File: config.mk
export PLATFORM = sky130hd
export DESIGN_NAME = cfg_xlate
export DESIGN_NICKNAME = d
export VERILOG_FILES = /design/src/rtl/cfg_xlate.sv
export SDC_FILE = /design/constraint.sdc
export NUM_CORES = 1
export LEC_CHECK = 0
export BUFFER_PORTS_ARGS = -buffer_cell sky130_fd_sc_hd__buf_2
export CAP_MARGIN = 20
export CORE_ASPECT_RATIO = 0.9
export CORE_MARGIN = 3
export CORE_UTILIZATION = 47
export CTS_BUF_LIST = sky130_fd_sc_hd__clkbuf_4 sky130_fd_sc_hd__clkbuf_8
export DETAILED_ROUTE_END_ITERATION = 8
export PLACE_DENSITY = 0.87
export SETUP_SLACK_MARGIN = 0.3
export SLEW_MARGIN = 20
export SYNTH_ARGS = -nofsm -noshare
export SYNTH_HDL_FRONTEND = slang
export SYNTH_SLANG_ARGS = --single-unit
File: constraint.sdc
create_clock -name clk -period 2.35 [get_ports clk]
set_input_delay 0.47 -clock clk [delete_from_list [all_inputs] [get_ports clk]]
set_output_delay 0.47 -clock clk [all_outputs]
set_load 0.03 [all_outputs]
File: src/rtl/cfg_xlate.sv
module cfg_xlate #(
  parameter int          OFF_W       = 12,
  parameter int          ADDR_W      = 32,
  parameter int          TIMEOUT     = 16,
  parameter logic [31:0] LOCAL_BASE  = 32'h01FF_C000,
  parameter logic [31:0] REMOTE_BASE = 32'h01F0_0000
) (
  input  logic              clk,
  input  logic              rst_n,
  input  logic              req_valid,
  output logic              req_ready,
  input  logic              req_write,
  input  logic [7:0]        req_bus,
  input  logic [4:0]        req_dev,
  input  logic [2:0]        req_fn,
  input  logic [OFF_W-1:0]  req_off,
  input  logic [31:0]       req_wdata,
  output logic              rsp_valid,
  output logic [31:0]       rsp_rdata,
  output logic              rsp_err,
  output logic              setup_valid,
  output logic              setup_sel,
  output logic [31:0]       setup_data,
  output logic              mem_valid,
  output logic              mem_write,
  output logic              mem_remote,
  output logic [ADDR_W-1:0] mem_addr,
  output logic [31:0]       mem_wdata,
  input  logic              mem_done,
  input  logic              mem_fault,
  input  logic [31:0]       mem_rdata
);
  localparam int          CNT_W   = $clog2(TIMEOUT + 1);
  localparam logic [2:0]  TYPE_NEAR = 3'h4;
  localparam logic [2:0]  TYPE_FAR  = 3'h5;
  localparam logic [31:0] ALL_ONES  = 32'hFFFF_FFFF;

  typedef enum logic [2:0] {S_IDLE, S_TYPE, S_TGT, S_ACC, S_RESP} st_t;

  st_t              st;
  logic             w_wr;
  logic [7:0]       w_bus;
  logic [4:0]       w_dev;
  logic [2:0]       w_fn;
  logic [OFF_W-1:0] w_off;
  logic [31:0]      w_wdata;
  logic [31:0]      r_data;
  logic             r_err;
  logic [CNT_W-1:0] wait_cnt;

  logic absent, expired;
  assign absent  = (req_bus == 8'd0 && req_dev > 5'd1) || (req_bus == 8'd1 && req_dev != 5'd0);
  assign expired = (wait_cnt == CNT_W'(TIMEOUT - 1));

  always_ff @(posedge clk or negedge rst_n) begin
    if (!rst_n) begin
      st       <= S_IDLE;
      w_wr     <= 1'b0;
      w_bus    <= '0;
      w_dev    <= '0;
      w_fn     <= '0;
      w_off    <= '0;
      w_wdata  <= '0;
      r_data   <= '0;
      r_err    <= 1'b0;
      wait_cnt <= '0;
    end else begin
      case (st)
        S_IDLE: if (req_valid) begin
          w_wr    <= req_write;
          w_bus   <= req_bus;
          w_dev   <= req_dev;
          w_fn    <= req_fn;
          w_off   <= {req_off[OFF_W-1:2], 2'b00};
          w_wdata <= req_wdata;
          if (absent) begin
            r_data <= req_write ? 32'd0 : ALL_ONES;
            r_err  <= req_write;
            st     <= S_RESP;
          end else begin
            st <= S_TYPE;
          end
        end
        S_TYPE: begin
          wait_cnt <= '0;
          st       <= (w_bus != 8'd0) ? S_TGT : S_ACC;
        end
        S_TGT: st <= S_ACC;
        S_ACC: begin
          if (mem_done) begin
            r_data <= w_wr ? 32'd0 : (mem_fault ? ALL_ONES : mem_rdata);
            r_err  <= 1'b0;
            st     <= S_RESP;
          end else if (expired) begin
            r_data <= w_wr ? 32'd0 : ALL_ONES;
            r_err  <= 1'b0;
            st     <= S_RESP;
          end else begin
            wait_cnt <= wait_cnt + 1'b1;
          end
        end
        default: st <= S_IDLE;
      endcase
    end
  end

  assign req_ready   = (st == S_IDLE);
  assign rsp_valid   = (st == S_RESP);
  assign rsp_rdata   = r_data;
  assign rsp_err     = r_err;
  assign setup_valid = (st == S_TYPE) || (st == S_TGT);
  assign setup_sel   = (st == S_TGT);
  assign setup_data  = (st == S_TGT) ? {w_bus, w_dev, w_fn, 16'h0000}
                                     : {29'd0, (w_bus < 8'd2) ? TYPE_NEAR : TYPE_FAR};
  assign mem_valid   = (st == S_ACC);
  assign mem_write   = w_wr;
  assign mem_remote  = (w_bus != 8'd0);
  assign mem_addr    = ((w_bus != 8'd0) ? REMOTE_BASE[ADDR_W-1:0] : LOCAL_BASE[ADDR_W-1:0])
                       + {{(ADDR_W-OFF_W){1'b0}}, w_off};
  assign mem_wdata   = w_wdata;
endmodule


==> results.sh <==
export IMPL_swShare_pct=44.74
export IMPL_worstPathRequired_ps=1880
export IMPL_period_share_pct=102.9
export IMPL_ctsLongestPathBuffers=2
export IMPL_drt_total_wl_mm=14.53
export IMPL_grt_overflow_total=0
export IMPL_ys_warnings_count=0
export IMPL_cts_tree="yes"
export IMPL_powerDensity_nw_per_um2=1655
export IMPL_initial_utilization_pct=48.99
export IMPL_path_buf_inv=2
export IMPL_numCtsBuffers=9
export IMPL_die_x_um=109.5
export IMPL_p_int_mw=6.216
export IMPL_violations="negative setup slack"
export IMPL_layout_cells_most_common="buf_2"
export IMPL_critPathSlowestCell="or4_4"
export IMPL_area_growth_pct=50.01
export IMPL_fin_skew_ps=14.32
export IMPL_synth_distinct_cells=38
export IMPL_grt_pass1_vias=3881
export IMPL_clockPowerShare_pct=9.9
export IMPL_nFillCells=574
export IMPL_finalCriticalPeriod_ps=2417
export IMPL_cp_data_arrival_time_ps=1950
export IMPL_drc=0
export IMPL_crit_path_start_kind="flip-flop"
export IMPL_wl_per_cell_um=20.12
export IMPL_rows=33
export IMPL_ant_nets=0
export IMPL_postCtsHoldBufs=0
export IMPL_leakage_nw=3.250
export IMPL_crit_path_cell_trace="or4_4, nor4_4, nand2b_4, inv_4, buf_4"
export IMPL_num_io_pins=234
export IMPL_rsz0062_at_grt="true"
export IMPL_antenna_found_initial=0
export IMPL_core_um2=9249
export IMPL_path_max_fanout=6
export IMPL_slew_headroom_pct=37.63
export IMPL_drv_slew=0
export IMPL_grt_usage_pct=23.89
export IMPL_path_class="flip-flop to primary output"
export IMPL_path_delay_family="simple AND/OR/NAND/NOR gates"
export IMPL_worst_pin_slew_ps=935.6
export IMPL_critPathMaxStageDelay_ps=560
export IMPL_p_switching_mw=5.032
export IMPL_place_congestion=0.8073
export IMPL_root_buffer="clkbuf_8"
export IMPL_post_route_util_pct=73.48
export IMPL_fmaxAchievable_ghz=0.4137
export IMPL_drive_above_1_share_pct=67.28
export IMPL_htree_levels=3
export IMPL_cts_sinks=100
export IMPL_synth_area_per_cell_um2=12.80
export IMPL_clkTransAtPathRegs_ps=110
export IMPL_outcome="finished with violations"
export IMPL_syn_instance_count=354
export IMPL_grt_max_degree=57
export IMPL_grt_pass1_wl_mm=20.00
export IMPL_hp_class="input pin to async pin"
export IMPL_setup_violations=6
export IMPL_mostFrequentLayoutCells="buf_2 (171), dfrtp_1 (98), buf_6 (39), o21ai_0 (34)"
export IMPL_num_vias=3779
export IMPL_drtIter0Drc=173
export IMPL_io_buffers=201
export IMPL_vias_per_cell=5.234
export IMPL_ys_seq_elements=100
export IMPL_layout_nets=694
export IMPL_dp_hpwl_mm=8.281
export IMPL_dieArea_um2=10860
export IMPL_maxCapViolCount=0
export IMPL_drtPass1Iterations=4
export IMPL_fin_ws_ps=-67.06
export IMPL_insertion_delay_ps=370
export IMPL_crit_path_end_kind="primary output"
export IMPL_pwr_share_seq_pct=28.2
export IMPL_p_comb_share_pct=61.9
export IMPL_synth_yosys_seq_area_share_pct=55.23
export IMPL_dpl_worst_slack_ps=-46.03
export IMPL_syn_cell_area_um2=4531
export IMPL_power_mw=11.25
export IMPL_ir_worst_vdd_mv=1.096
export IMPL_hold_viol=0
export IMPL_die_y_um=99.15
final timing paths:
check / slack (ps) / start / end / cells past startpoint
min in group clk: 330 / req_wdata[1] / mem_wdata[1] / 2
worst max register to register: 230 / st[0] / rsp_rdata[22] / 9
worst max-delay path: -70 / w_bus[3] / mem_addr[17] / 5
worst min-delay path: 30 / rst_n / mem_wdata[28] / 1
max in group asynchronous: 1660 / rst_n / rsp_rdata[31] / 2
worst min register to register: 510 / mem_wdata[12] / mem_wdata[12] / 1
repair_timing:
action,4_1_cts,5_1_grt
setup endpoints to repair,61,118
gates resized for setup,107,58
pin swaps,14,46
buffers inserted,17,21
gates cloned,4,6
cell usage after synthesis:
cell type	n	area [um2]
a211oi_4	1	20.02
a21o_1	1	7.510
a21oi_1	1	5.000
a21oi_4	1	16.27
a2bb2oi_1	27	236.5
a2bb2oi_2	5	75.07
and2_1	18	112.6
and2_2	1	7.510
and3_1	2	12.51
buf_2	6	30.03
buf_4	36	270.3
buf_6	7	78.83
clkbuf_1	7	26.28
conb_1	2	7.510
dfrtp_1	100	2502
ha_1	2	25.02
inv_1	6	22.52
mux2_2	58	653.1
mux2i_1	1	10.01
nand2_1	5	18.77
nand2b_1	2	12.51
nand3_1	6	30.03
nand3b_1	1	7.510
nand4b_1	1	8.760
nor2_1	7	26.28
nor3_1	1	5.000
nor3_4	1	16.27
nor3b_1	1	7.510
nor4_1	2	12.51
o211ai_1	2	15.01
o211ai_2	1	12.51
o21ai_0	34	170.2
o22ai_1	1	6.260
or3b_1	1	8.760
or3b_2	2	17.52
or4_1	1	7.510
or4_4	1	11.26
xor2_1	2	17.52
power groups by stage:
stage                     sequential (mW)  combinational [mW]  clock (mW)
final                                3.17                6.96        1.12
after CTS                            3.09                5.94        1.14
after global placement               3.04                4.89           0
after floorplan                      4.38                2.38           0
after global routing                 3.26                7.26        1.21
after detailed placement             3.10                5.02           0
cell type report:
| class | count | area [um2] | share of cell area (%) |
|---|---|---|---|
| repair buffers | 253 | 1788 | 26.31 |
| well taps | 122 | 152.6 | 2.246 |
| multi-input cells | 221 | 2095 | 30.82 |
| diodes | 1 | 2.502 | 0.03682 |
| flip-flops and latches | 100 | 2505 | 36.86 |
| clock inverters | 6 | 65.06 | 0.9573 |
| clock buffers | 10 | 137.6 | 2.025 |
| repair inverters | 3 | 22.52 | 0.3314 |
| inverters | 6 | 28.78 | 0.4234 |
cell families after synthesis:
kind of cell	Yosys count	share of synthesized area (%)
buffers and inverters	62	9.445
xor gates and xnor gates	2	0.3867
and+or+nand+nor	53	7.126
adders and majority gates	2	0.5522
DFF	100	55.23
muxes	59	14.64
AOI/OAI and AO/OA	74	12.46
other	2	0.1658
sequential cells by signal (all words and copies together), names as in the netlist:
signal     flops
mem_wdata     32
rsp_rdata     32
w_off         10
w_bus          8
w_dev          5
wait_cnt       5
st             3
w_fn           3
mem_write      1
rsp_err        1
stage by stage:
| stage | instance area [um2] | setup TNS (ps) | hold WS, ps | instances |
|---|---|---|---|---|
| after global placement | 5514 | 0 | 432.1 | 657 |
| after global routing | 6794 | -673.2 | 36.71 | 721 |
| final | 6797 | -319.9 | 27.63 | 722 |
| after detailed placement | 5514 | -135.3 | 436.9 | 657 |
| after CTS | 6220 | -132.4 | 27.05 | 694 |
| after floorplan | 4662 | 0 | 174.4 | 382 |
per-layer routing:
layer | vias up | GRT usage (%) | routed length, um
li1 | 1670 | - | -
met1 | 1861 | 27.30 | 5308
met2 | 205 | 41.81 | 7638
met3 | 43 | 8.177 | 1062
met4 | 0 | 7.766 | 518
met5 | - | 0 | 0
Power figures use the tool's default switching activity.
